### src/rtl/mre_pkg.sv
package mre_pkg;

    typedef enum logic [2:0] {
        ST_IDLE,
        ST_IND_A,
        ST_IND_D,
        ST_OPD_A,
        ST_OPD_D,
        ST_WRITE,
        ST_FINISH
    } mre_state_e;

    typedef enum logic [2:0] {
        OP_AND = 3'd0,
        OP_TAD = 3'd1,
        OP_ISZ = 3'd2,
        OP_DCA = 3'd3,
        OP_JMS = 3'd4,
        OP_JMP = 3'd5,
        OP_IOT = 3'd6,
        OP_OPR = 3'd7
    } mre_op_e;

endpackage

### src/rtl/mre_ea_form.sv
module mre_ea_form #(
    parameter int WORD_W = 12,
    parameter int OFF_W  = 7
) (
    input  logic [WORD_W-1:0] instr,
    input  logic [WORD_W-1:0] pc,
    output logic [WORD_W-1:0] ea,
    output logic              indirect
);
    localparam int PG_BIT  = OFF_W;
    localparam int IND_BIT = OFF_W + 1;
    localparam int PAGE_W  = WORD_W - OFF_W;

    logic [PAGE_W-1:0] page_sel;

    always_comb begin
        page_sel = instr[PG_BIT] ? pc[WORD_W-1:OFF_W] : {PAGE_W{1'b0}};
        ea       = {page_sel, instr[OFF_W-1:0]};
        indirect = instr[IND_BIT];
    end

    // Page-zero accesses always land in the low page
    always_comb begin
        if (!instr[PG_BIT])
            AST_PAGE_ZERO: assert (ea[WORD_W-1:OFF_W] == '0);
    end
endmodule

### src/rtl/mre_alu.sv
module mre_alu
    import mre_pkg::*;
#(
    parameter int WORD_W = 12
) (
    input  mre_op_e           op,
    input  logic [WORD_W-1:0] acc,
    input  logic              link,
    input  logic [WORD_W-1:0] opnd,
    output logic [WORD_W-1:0] acc_nx,
    output logic              link_nx,
    output logic [WORD_W-1:0] inc_val,
    output logic              inc_zero
);
    logic [WORD_W:0] sum_ext;

    always_comb begin
        sum_ext  = {1'b0, acc} + {1'b0, opnd};
        inc_val  = opnd + {{(WORD_W-1){1'b0}}, 1'b1};
        inc_zero = (inc_val == '0);
        acc_nx   = acc;
        link_nx  = link;
        case (op)
            OP_AND: acc_nx = acc & opnd;
            OP_TAD: begin
                acc_nx  = sum_ext[WORD_W-1:0];
                link_nx = link ^ sum_ext[WORD_W];
            end
            default: ;
        endcase
    end
endmodule

### src/rtl/mre_exec.sv
module mre_exec
    import mre_pkg::*;
#(
    parameter int WORD_W = 12,
    parameter int OP_W   = 3,
    parameter int OFF_W  = WORD_W - OP_W - 2
) (
    input  logic              clk,
    input  logic              rst_n,
    input  logic              start,
    input  logic [WORD_W-1:0] instr,
    input  logic [WORD_W-1:0] pc_in,
    input  logic [WORD_W-1:0] acc_in,
    input  logic              link_in,
    output logic [WORD_W-1:0] mem_addr,
    output logic [WORD_W-1:0] mem_wdata,
    output logic              mem_we,
    input  logic [WORD_W-1:0] mem_rdata,
    output logic [WORD_W-1:0] acc_out,
    output logic              link_out,
    output logic [WORD_W-1:0] pc_out,
    output logic              done
);
    localparam logic [WORD_W-1:0] ONE = {{(WORD_W-1){1'b0}}, 1'b1};

    typedef struct packed {
        mre_state_e        st;
        logic [WORD_W-1:0] ir;
        logic [WORD_W-1:0] acc;
        logic              lnk;
        logic [WORD_W-1:0] pc;
        logic [WORD_W-1:0] maddr;
        logic [WORD_W-1:0] wdata;
        logic              we;
    } regs_t;

    regs_t r_q, r_d;

    logic [WORD_W-1:0] ea_dir;
    logic              ind_dir;
    mre_op_e           op_q;
    logic [WORD_W-1:0] alu_acc, alu_inc;
    logic              alu_lnk, alu_zero;

    assign op_q = mre_op_e'(r_q.ir[WORD_W-1 -: OP_W]);

    mre_ea_form #(.WORD_W(WORD_W), .OFF_W(OFF_W)) u_ea (
        .instr    (instr),
        .pc       (pc_in),
        .ea       (ea_dir),
        .indirect (ind_dir)
    );

    mre_alu #(.WORD_W(WORD_W)) u_alu (
        .op       (op_q),
        .acc      (r_q.acc),
        .link     (r_q.lnk),
        .opnd     (mem_rdata),
        .acc_nx   (alu_acc),
        .link_nx  (alu_lnk),
        .inc_val  (alu_inc),
        .inc_zero (alu_zero)
    );

    // Route to the operation once the final address is known
    function automatic regs_t dispatch(input regs_t r, input logic [WORD_W-1:0] e);
        regs_t n;
        n = r;
        case (mre_op_e'(r.ir[WORD_W-1 -: OP_W]))
            OP_AND, OP_TAD, OP_ISZ: begin
                n.maddr = e;
                n.st    = ST_OPD_A;
            end
            OP_DCA: begin
                n.maddr = e;
                n.wdata = r.acc;
                n.we    = 1'b1;
                n.acc   = '0;
                n.st    = ST_WRITE;
            end
            OP_JMS: begin
                n.maddr = e;
                n.wdata = r.pc;
                n.we    = 1'b1;
                n.pc    = e + ONE;
                n.st    = ST_WRITE;
            end
            OP_JMP: begin
                n.pc = e;
                n.st = ST_FINISH;
            end
            default: n.st = ST_FINISH;
        endcase
        return n;
    endfunction

    always_comb begin
        r_d    = r_q;
        r_d.we = 1'b0;
        case (r_q.st)
            ST_IDLE: begin
                if (start) begin
                    r_d.ir  = instr;
                    r_d.acc = acc_in;
                    r_d.lnk = link_in;
                    r_d.pc  = pc_in;
                    if (ind_dir && (instr[WORD_W-1 -: OP_W] <= OP_W'(OP_JMP))) begin
                        r_d.maddr = ea_dir;
                        r_d.st    = ST_IND_A;
                    end else begin
                        r_d = dispatch(r_d, ea_dir);
                    end
                end
            end
            ST_IND_A:  r_d.st = ST_IND_D;
            ST_IND_D:  r_d = dispatch(r_d, mem_rdata);
            ST_OPD_A:  r_d.st = ST_OPD_D;
            ST_OPD_D: begin
                if (op_q == OP_ISZ) begin
                    r_d.wdata = alu_inc;
                    r_d.we    = 1'b1;
                    if (alu_zero)
                        r_d.pc = r_q.pc + ONE;
                    r_d.st = ST_WRITE;
                end else begin
                    r_d.acc = alu_acc;
                    r_d.lnk = alu_lnk;
                    r_d.st  = ST_FINISH;
                end
            end
            ST_WRITE:  r_d.st = ST_FINISH;
            ST_FINISH: r_d.st = ST_IDLE;
            default:   r_d.st = ST_IDLE;
        endcase
    end

    always_ff @(posedge clk) begin
        if (!rst_n) begin
            r_q <= '{st: ST_IDLE, default: '0};
        end else begin
            r_q <= r_d;
        end
    end

    assign mem_addr  = r_q.maddr;
    assign mem_wdata = r_q.wdata;
    assign mem_we    = r_q.we;
    assign acc_out   = r_q.acc;
    assign link_out  = r_q.lnk;
    assign pc_out    = r_q.pc;
    assign done      = (r_q.st == ST_FINISH);

    AST_DONE_PULSE: assert property (@(posedge clk) disable iff (!rst_n)
        done |=> !done);
    AST_WE_SINGLE: assert property (@(posedge clk) disable iff (!rst_n)
        mem_we |=> !mem_we);
    AST_NO_WRITE_READOPS: assert property (@(posedge clk) disable iff (!rst_n)
        (op_q == OP_AND || op_q == OP_TAD || op_q == OP_JMP) && r_q.st != ST_IDLE |-> !mem_we);
    AST_STORE_CLEARS: assert property (@(posedge clk) disable iff (!rst_n)
        done && op_q == OP_DCA |-> acc_out == '0);
    AST_BUSY_HOLDS_IR: assert property (@(posedge clk) disable iff (!rst_n)
        (r_q.st != ST_IDLE && r_q.st != ST_FINISH) |=> $stable(r_q.ir));
    AST_DONE_AFTER_WRITE: assert property (@(posedge clk) disable iff (!rst_n)
        mem_we |=> done);
endmodule

### config.mk
export PLATFORM = sky130hd
export DESIGN_NAME = mre_exec
export DESIGN_NICKNAME = d
export VERILOG_FILES = /design/src/rtl/mre_pkg.sv /design/src/rtl/mre_ea_form.sv /design/src/rtl/mre_alu.sv /design/src/rtl/mre_exec.sv
export SDC_FILE = /design/constraint.sdc
export NUM_CORES = 1
export LEC_CHECK = 0
export ABC_CLOCK_PERIOD_IN_PS = 3100
export BUFFER_PORTS_ARGS = -buffer_cell sky130_fd_sc_hd__buf_2
export CAP_MARGIN = 0
export CELL_PAD_IN_SITES_DETAIL_PLACEMENT = 0
export CELL_PAD_IN_SITES_GLOBAL_PLACEMENT = 1
export CORE_ASPECT_RATIO = 0.6
export CORE_UTILIZATION = 41
export DETAILED_ROUTE_END_ITERATION = 16
export PLACE_DENSITY = 0.81
export RECOVER_POWER = 100
export SYNTH_ARGS = -nofsm -noshare
export SYNTH_HDL_FRONTEND = slang
export SYNTH_SLANG_ARGS = --single-unit
### constraint.sdc
create_clock -name clk -period 3.1 [get_ports clk]
set_clock_uncertainty 0.2 [all_clocks]
set_input_delay 0.155 -clock clk [delete_from_list [all_inputs] [get_ports clk]]
set_output_delay 0.155 -clock clk [all_outputs]
set_load 0.01 [all_outputs]
# After elaboration in Yosys (flattened, before gate mapping)
# Cells that the tools add are included.
# op_classes
muxes	27
eq_ne	29
bitwise_logic	3
add_sub_neg	4
order_cmp	1
reduce_logical	20
# op_table
operator	count
$pmux 12 s2	4
$mux 12	7
$pmux 25 s3	1
$mux 65	1
$pmux 13 s2	2
$mux 13	3
$pmux 13 s3	1
$add 12x1->12 const B	3
$mux 25	1
$eq 3x3->1 const B	7
$eq 3x2->1 const B	6
$pmux 3 s6	1
$reduce_and 5->1	3
$add 12x12->13	1
$and 12x12->12	1
$logic_not 12->1	1
$ne 2x2->1 const B	6
$ne 3x1->1 const B	4
$pmux 3 s2	2
$reduce_or 5->1	2
$eq 3x1->1 const B	3
$logic_not 3->1	3
$reduce_and 6->1	1
$reduce_or 3->1	2
15 further kinds	18
# totals
ff_bits	65
output_inout_bits	51
word_cells	92
inputBits	52

# Depth between registers and ports, before layout
# Gate-level depths: netlist (run 1).
# depth
word_depth	6
mapped_depth	9
mapped_depth_nobuf	9

# Cells and area by module
# From an unflattened synthesis (run 1), not the netlist that was laid out.
# hier_totals
hier_cells	676
area_unflattened_um2	5323.9
# modules_own_cells
module	seq_area_each_um2	instances	area_per_inst_um2	cells_each
mre_exec	1121.1	1	4159.0	511
mre_alu	0.0	1	1073.5	152
mre_ea_form	0.0	1	91.3	13

# Worst setup path after synthesis (run 1)
# OpenSTA, ideal clock, no wires.
# synth_path
path_type	register -> register
startpoint	reg r_q, in the netlist acc_out[3]
endpoint	reg r_q, in the netlist acc_out[11]
stages_incl_launch_ff	8
arrival_time_ps	2016
period_less_slack_ps	2334
required_ps	2782
n_path_buf	0
path_slack_ps	766
setup_ps	118
path_cell_list	dfxtp_1 ha_1 and3_1 a221o_1 o21ai_0 a21boi_0 mux2_2 o2111a_1
# synth_via
elab_chain_len	4
# synth_rtl
element	line_no	text
start, declared	mre_exec.sv:37	regs_t r_q, r_d;
start signal, assigned	mre_exec.sv:141	r_q <= r_d;
$add 12x12->13	mre_alu.sv:18	sum_ext = {1'b0, acc} + {1'b0, opnd};
$pmux 12 s2	mre_alu.sv:23	case (op)
$mux 13	mre_exec.sv:119	if (op_q == OP_ISZ) begin
$pmux 25 s3	mre_exec.sv:100	case (r_q.st)
# Every way passes these cells. The select of a mux whose other input is x is not followed.
# A chain may end at the register's enable or synchronous reset.

# Worst setup path in the final report (run 1)
# layout_path
startpoint	reg r_q, in the netlist acc_out[0]
endpoint	reg r_q, in the netlist link_out
# layout_via
elab_chain_len	5
# layout_rtl
element	line_no	text
$add 12x12->13	mre_alu.sv:18	
$xor 1x1->1	mre_alu.sv:27	link_nx = link ^ sum_ext[WORD_W];
$mux 1	mre_alu.sv:23	
$mux 13	mre_exec.sv:119	
$pmux 25 s3	mre_exec.sv:100	
# Every way passes these cells. The select of a mux whose other input is x is not followed.

==> results.txt, run 1 <==
The number of clock sinks came out at 56. The flip-flop cell with the highest count after synthesis is sky130_fd_sc_hd__dfxtp_1. The post-synthesis cell count came out at 673. The total die area is 12700 um2. The slowest stage of the critical path belongs to the cell sky130_fd_sc_hd__dfxtp_1. The initial core utilization is 43.4%. The global-route wire length before repair came out at 28300 um. The routed design could run at a clock period as short as 2.79 ns. When the netlist entered floorplanning its net count stood at 741. Counting both buffers and inverters, the worst setup path holds a total of 1. The number of enable-type register cells in the synthesized netlist is 0.

The maximum number of pins on one net before global-route repair is 27. The number of placed I/O pins is 103. After detailed routing, the number of vias per cell comes to 6.26. The post-route netlist has 12.6% of its cells at a drive strength greater than 1.

The number of remaining DRC errors is 0. The cell-internal power is 1590 uW. The flow ran to the end, and the final reports show no timing, DRC or antenna violations. The number of fill cells is 1211. The placed cell count came out at 853. The combined area of all synthesized cells came out at 5030 um2. The proportion of power drawn by the clock network is 20.4%. At the end of routability-driven placement, the weighted congestion stood at 0.991. At the later pin of the worst-skew pair, clock insertion delay measures 0.31 ns.

Across every metal layer, demand over resource in global routing totals 28.8%. The vertical die dimension is 87.8 um. The number of rows created at floorplan came out at 30.

STA classifies the critical path endpoint as a flip-flop. Across all hold checks on the routed design, the worst slack comes to 0.0177 ns. The part of the power in combinational logic is 42.8%. The largest area contributor in the netlist is sky130_fd_sc_hd__dfxtp_1.

The worst hold path begins at mem_rdata[8]. The sequential fraction of the synthesis area is 22.3%. The final routed wirelength across all metal layers is 18500 um. In this run the power density over the cells is 516 nW/um2. The clock passes through at most 2 buffers.

Ranked by instance count, the synthesized netlist is headed by sky130_fd_sc_hd__nor2_1, sky130_fd_sc_hd__dfxtp_1, sky130_fd_sc_hd__buf_4, sky130_fd_sc_hd__nand2_1, sky130_fd_sc_hd__a21oi_1. The H-tree depth is 2. The number of max-capacitance violations reported is 0. The flip-flop and latch count after synthesis came out at 56.

STA classifies the critical path startpoint as a flip-flop. Walking the worst path, the cells encountered are ha_1 > inv_1 > fa_1 > nor2b_1 > o31a_1 > o21ai_0 > a31oi_1 > a221oi_1 > nor4_1. The achievable frequency came out at 359 MHz. For this block, the via count after detailed routing is 5442. The critical path starts at acc_out[0]. In the post-synthesis netlist, the biggest area contributors are sky130_fd_sc_hd__dfxtp_1, sky130_fd_sc_hd__buf_4, sky130_fd_sc_hd__a22oi_1. Summed over all nets, the switching power comes to 1210 uW. Setup repair after global routing left no endpoint under its margin. The via count of the first global-routing pass is 4851. The setup fix buffers added after clock tree synthesis came out at 0.

The clock-pin slew of the registers on the worst-case setup and hold paths is 0.08 ns. The cell sitting at the root of the clock tree is a sky130_fd_sc_hd__clkbuf_16. The number of detailed-route iterations in the first pass came out at 5. The remaining antenna violation count after routing came out at 0. TritonCTS built the clock tree.

The final count of hold timing violations is 0. The count of synthesis-stage warnings from yosys is 0. For this run, asynchronously set or reset flops after synthesis account for 0%.

The number of buffers inserted during clock tree synthesis came out at 5. The initial antenna violation count is 0. The final cell count without fillers is 869.

Sequential cells account for 36.8% of the total power. Compared with the post-synthesis result, the final layout area differs by 7.66%. The endpoint required time on the critical path is 3.11 ns.

The cell family contributing the most delay on the critical path is compound AO/OA/AOI/OAI gates. The peak supply drop is 0.254 mV. From left edge to right edge, the die measures 145 um.

The critical path is of the flip-flop to flip-flop type. The antenna diode instance count is 0. The worst path arrival time is 2.79 ns. The area share of the largest cell type after synthesis is 22.3%.

The peak fanout along the critical path is 4. The final max-slew violation count is 0. The core region is 11600 um2.

The worst register-to-register path begins at acc_out[0]. The HPWL reported at the end of detailed placement came out at 14300 um. The worst-margin pin slew is 1.31 ns.

On the worst path, the slowest cell contributes a delay of 0.41 ns. The portion of the clock cycle consumed by the worst path in the final layout came out at 90.0%. The mean instance size in the synthesized netlist is 7.47 um2.

The worst relative slew slack is 12.1%. The leakage dissipation came out at 0.00196 uW. The count of routing violations after the opening detailed-route iteration is 568. The total overflow left after global routing is 0. In this run the worst hold path is classified as input pin to flip-flop.

Setup total negative slack on the finished layout was measured at 0 ns. The number of port buffers came out at 102. Setup violations remaining at the end of the flow were counted as 0. In the post-synthesis netlist, the cell with the most instances is sky130_fd_sc_hd__nor2_1. The routed wirelength normalized by instance count came out at 21.3 um. The switching part of the total power came out at 43.2%.

The number of nets in the final layout came out at 779. The number of distinct library cell variants in the gate-level netlist after synthesis is 66.
==> final timing paths <==
path / endpoint / slack (ns) / depth (start not counted)
max: link_out / 0.31 / 9
min: mem_addr[8] / 0.02 / 3
max reg2reg: link_out / 0.31 / 9
min reg2reg: mem_addr[9] / 0.30 / 2
==> flip-flops by register name, summed over array words and instances, names as in the netlist <==
| register | count |
|---|---|
| acc_out | 12 |
| mem_addr | 12 |
| mem_wdata | 12 |
| pc_out | 12 |
| op_q | 3 |
| r_q | 3 |
| link_out | 1 |
| mem_we | 1 |
==> worst register-to-register path, cell delays in order, from the launching register on <==
cell	delay, ns
sky130_fd_sc_hd__dfxtp_1	0.41
sky130_fd_sc_hd__ha_1	0.24
sky130_fd_sc_hd__inv_1	0.07
sky130_fd_sc_hd__fa_1	0.38
sky130_fd_sc_hd__nor2b_1	0.20
sky130_fd_sc_hd__o31a_1	0.18
sky130_fd_sc_hd__o21ai_0	0.26
sky130_fd_sc_hd__a31oi_1	0.33
sky130_fd_sc_hd__a221oi_1	0.12
sky130_fd_sc_hd__nor4_1	0.30
==> cell families after synthesis <==
group | count (synthesis) | synth area share, %
compound gates | 222 | 30.7
xor+xnor | 36 | 6.27
fa+ha+maj | 16 | 4.13
buf+inv | 118 | 13.2
flops | 56 | 22.3
mux | 9 | 1.82
simple gates | 216 | 21.6
==> through the flow <==
step	worst slack, ns	utilization, %	instance area (um2)	total power [uW]
floorplan	0.766	-	5030	1960
global placement	0.365	45.5	5280	2220
detailed placement	0.297	45.5	5280	2240
CTS	0.306	47.6	5520	2810
global route	0.135	46.7	5410	2940
finish	0.311	46.7	5410	2790
==> layer usage <==
metal / GRT usage, % / part of all wire [%] / routed length (um) / vias up
li1: - / - / - / 2524
met5: 0 / 0 / 0 / -
met2: 42.4 / 40 / 7470 / 295
met1: 41.8 / 47 / 8770 / 2595
met4: 5.71 / 1.1 / 204 / 0
met3: 7.81 / 11 / 2070 / 28
==> final cells by class <==
class	instances	area [um2]	share of cell area [%]
Clock buffer	5	125	2.31
Tap cell	160	200	3.70
Inverter	18	67.6	1.25
Sequential cell	56	1120	20.7
Timing Repair Buffer	131	689	12.7
Multi-Input combinational cell	499	3210	59.3
==> placed cells by master, fill, tap and decap left out, types with 3 or more instances in the layout <==
cell type,Yosys,routed
sky130_fd_sc_hd__dfxtp_1,56,56
sky130_fd_sc_hd__mux2i_1,8,8
sky130_fd_sc_hd__a221oi_1,14,14
sky130_fd_sc_hd__nor2_1,65,65
sky130_fd_sc_hd__and3b_1,3,3
sky130_fd_sc_hd__a31oi_1,7,7
sky130_fd_sc_hd__a21o_1,4,4
sky130_fd_sc_hd__or3_1,3,3
sky130_fd_sc_hd__a311oi_1,9,12
sky130_fd_sc_hd__ha_1,15,15
sky130_fd_sc_hd__nor3_1,18,18
sky130_fd_sc_hd__o31a_1,4,4
sky130_fd_sc_hd__xnor2_1,23,23
sky130_fd_sc_hd__o22ai_1,19,19
sky130_fd_sc_hd__inv_1,18,18
sky130_fd_sc_hd__xor2_1,13,13
sky130_fd_sc_hd__nor4_1,8,8
sky130_fd_sc_hd__o21a_1,4,4
sky130_fd_sc_hd__nand3_1,27,27
sky130_fd_sc_hd__nand2_1,49,49
sky130_fd_sc_hd__o211ai_1,6,6
sky130_fd_sc_hd__nor3b_1,5,5
sky130_fd_sc_hd__a21oi_1,45,44
sky130_fd_sc_hd__a211oi_1,9,13
sky130_fd_sc_hd__clkbuf_1,30,51
sky130_fd_sc_hd__and3_1,5,5
sky130_fd_sc_hd__nand4_1,6,6
sky130_fd_sc_hd__buf_2,14,51
sky130_fd_sc_hd__nor2b_1,6,6
sky130_fd_sc_hd__clkbuf_16,0,5
sky130_fd_sc_hd__buf_4,51,16
sky130_fd_sc_hd__nand4b_1,3,3
sky130_fd_sc_hd__a22o_1,3,3
sky130_fd_sc_hd__o21ai_0,39,39
sky130_fd_sc_hd__dlygate4sd3_1,0,11
sky130_fd_sc_hd__a22oi_1,33,33
==> power by group through the flow <==
| stage | Sequential [uW] | Combinational, uW | Clock, uW |
|---|---|---|---|
| 2_1_floorplan | 950 | 1010 | 0 |
| 3_3_place_gp | 1030 | 1190 | 0 |
| 3_5_place_dp | 1030 | 1210 | 0 |
| 4_1_cts | 1010 | 1230 | 572 |
| 5_1_grt | 1040 | 1310 | 591 |
| 6_report | 1030 | 1200 | 570 |
==> what timing repair did <==
item                                    CTS  global route
endpoints found under the setup margin    0             1
hold endpoints to repair                 11             0
hold buffers                             11             0
gates resized for setup                   0             1
Power figures use the tool's default switching activity.
==> run 2, diff against run 1 <==
--- a/config.mk
+++ b/config.mk
@@ -13,7 +13,7 @@
 export CORE_ASPECT_RATIO = 0.6
 export CORE_UTILIZATION = 41
 export DETAILED_ROUTE_END_ITERATION = 16
-export PLACE_DENSITY = 0.81
+export PLACE_DENSITY = 0.83
 export RECOVER_POWER = 100
 export SYNTH_ARGS = -nofsm -noshare
 export SYNTH_HDL_FRONTEND = slang
==> run 2 against run 1 <==
Core utilization down 0.39 points; worst setup slack worse by 0.11 ns; sequential share of layout area increased by 0.17 points; final cell count is 0.23% lower; global-route usage grew 1.1 points; first-iteration DRC count increased by 44%; via count grew 1.5%; sequential cell count did not move; critical path depth decreased by 3; cell area decreased by 0.83%; non-clock buffer count down 4; die area is the same; largest cell class unchanged; largest power group unchanged.
==> results.txt, run 2 (synthesis gave the netlist of run 1 again) <==
The flow ran to the end, and the final reports show no timing, DRC or antenna violations. The number of nets in the final layout is 775. TritonCTS built the clock tree. For this block, the routed nets add up to 19000 um of wire.

The number of detailed-route iterations in the first pass is 5. The kind of path behind the tightest hold check is input pin to flip-flop. The per-cell via count in the routed design is 6.37. 0 antenna diodes ended up in the layout. STA classifies the critical path startpoint as a flip-flop. The total number of vias came out at 5526. The setup TNS came out at 0 ns. The number of clock sinks is 56. The detail route stage leaves a number of antenna-violating nets equal to 0.

The layout overhead on the synthesized area is 6.77%. In this run the clock root is driven by a sky130_fd_sc_hd__clkbuf_16. The worst relative slew slack came out at 11.2%. The delay contributed by the slowest stage of the critical path came out at 0.72 ns.

The peak supply drop is 0.238 mV. The number of port buffers came out at 102. The initial antenna violation count is 0. The final weighted congestion in routability-driven placement came out at 0.976.

The die boundary width came out at 145 um. The achievable frequency is 345 MHz. The H-tree depth came out at 2.

The number of remaining DRC errors is 0. The number of cells on the worst reg-to-reg path is 6. The peak fanout along the critical path came out at 19. Summed over all cells, the static leakage comes to 0.00193 uW. The sort of element at the end of the critical path is a flip-flop. The first global-routing pass estimated 29600 um of wire.

For this configuration, the core starts out at a cell density of 43.4%. The vertical die dimension is 87.8 um. The clock passes through at most 2 buffers. Data on the critical path arrives at its endpoint at 2.90 ns. The via count of the first global-routing pass is 5139. The top cell types in the final layout, fill and taps aside, are sky130_fd_sc_hd__nor2_1, sky130_fd_sc_hd__dfxtp_1, sky130_fd_sc_hd__clkbuf_1. Among all stages on the critical path, the largest delay is contributed by sky130_fd_sc_hd__or3b_2.

The number of setup violations in the final report is 0. The number of max-capacitance violations reported is 0. The total die area came out at 12700 um2. The number of buffers inserted during clock tree synthesis is 5.

The routed wirelength normalized by instance count came out at 21.9 um. The clock latency on the worst-skew pair is 0.30 ns. Traced cell by cell, the critical path runs through or3b_2 > o21ai_0 > a21oi_1 > o21a_1 > and2_2 > o221a_2. The worst-margin pin slew is 1.32 ns. 103 I/O pins were placed. The total global routing overflow is 0.

The final count of hold timing violations came to 0. The fraction of layout instances using a drive strength above 1 is 12.2%. Setup repair after global routing left no endpoint under its margin. The detailed router finished its first iteration with 820 violations. The most common cell after layout, fill and taps aside is sky130_fd_sc_hd__nor2_1. The standard cell core area came out at 11600 um2. The clock-pin slew of the registers on the worst-case setup and hold paths is 0.08 ns. By startpoint and endpoint, the worst setup path is classified as flip-flop to flip-flop. Post-CTS timing repair inserted 0 buffers for setup. Along the worst hold path, the cell count comes to 3. The power after layout came out at 2810 uW. The power density of the placed cells came out at 524 nW/um2. The overall fraction of global-route tracks in use came out at 29.9%.

For the worst setup path, the data required time is 3.10 ns. The HPWL reported at the end of detailed placement is 14500 um. On the final layout, the worst hold slack is 0.00451 ns. The number of rows created at floorplan came out at 30. The final max-slew violation count came out at 0.

The final cell utilization of the core is 46.3%. Entering global routing, the biggest net connects 30 pins. The final period demand of the worst path is 2.90 ns. The portion of the clock cycle consumed by the worst path in the final layout came out at 93.5%.
[run 2: layout make-up]
| type | instances | area (um2) |
|---|---|---|
| clock buffers | 5 | 125 |
| well taps | 160 | 200 |
| multi-input cells | 499 | 3210 |
| fillers | 1244 | 6230 |
| clock inverters | 2 | 12.5 |
| inverters | 18 | 67.6 |
| flip-flops and latches | 56 | 1120 |
| repair buffers | 127 | 637 |
[run 2: per-layer routing]
metal	GRT usage (%)	vias to the layer above	share of wire, %
li1	-	2524	-
met2	42.4	355	40
met3	11.8	47	14
met4	7.83	2	2.3
met1	41.5	2598	44
met5	3.93	-	0.37
[run 2: where the power goes]
group / internal (uW) / total, uW / switching (uW)
logic: 438 / 1200 / 759
registers: 843 / 1030 / 191
clock network: 295 / 582 / 287
total: 1580 / 2810 / 1240
[run 2: worst paths after layout]
check	startpoint	end	slack, ns
max	r_q[64]	pc_out[5]	0.20
min reg2reg	mem_addr[9]	mem_addr[9]	0.30
min	acc_in[3]	acc_out[3]	0.005
max reg2reg	r_q[64]	pc_out[5]	0.20
[run 2: timing repair]
| item | in CTS | in global routing |
|---|---|---|
| setup endpoints to repair | 0 | 1 |
| resized for setup | 0 | 1 |
| endpoints found under the hold margin | 8 | 0 |
| hold buffers | 8 | 0 |
[run 2: critical path, delay by kind of cell (launching register included)]
kind,cells,cell delay [ns]
and+or+nand+nor,2,1.10
AOI/OAI and AO/OA,4,0.96
DFF,1,0.52
[run 2: per-stage QoR]
step                      setup slack (ns)  cells  area, um2
after floorplan                      0.766    673       5030
after global placement               0.412    852       5270
after detailed placement             0.271    852       5270
after CTS                            0.238    867       5490
after global routing                0.0747    867       5370
final                                0.201    867       5370
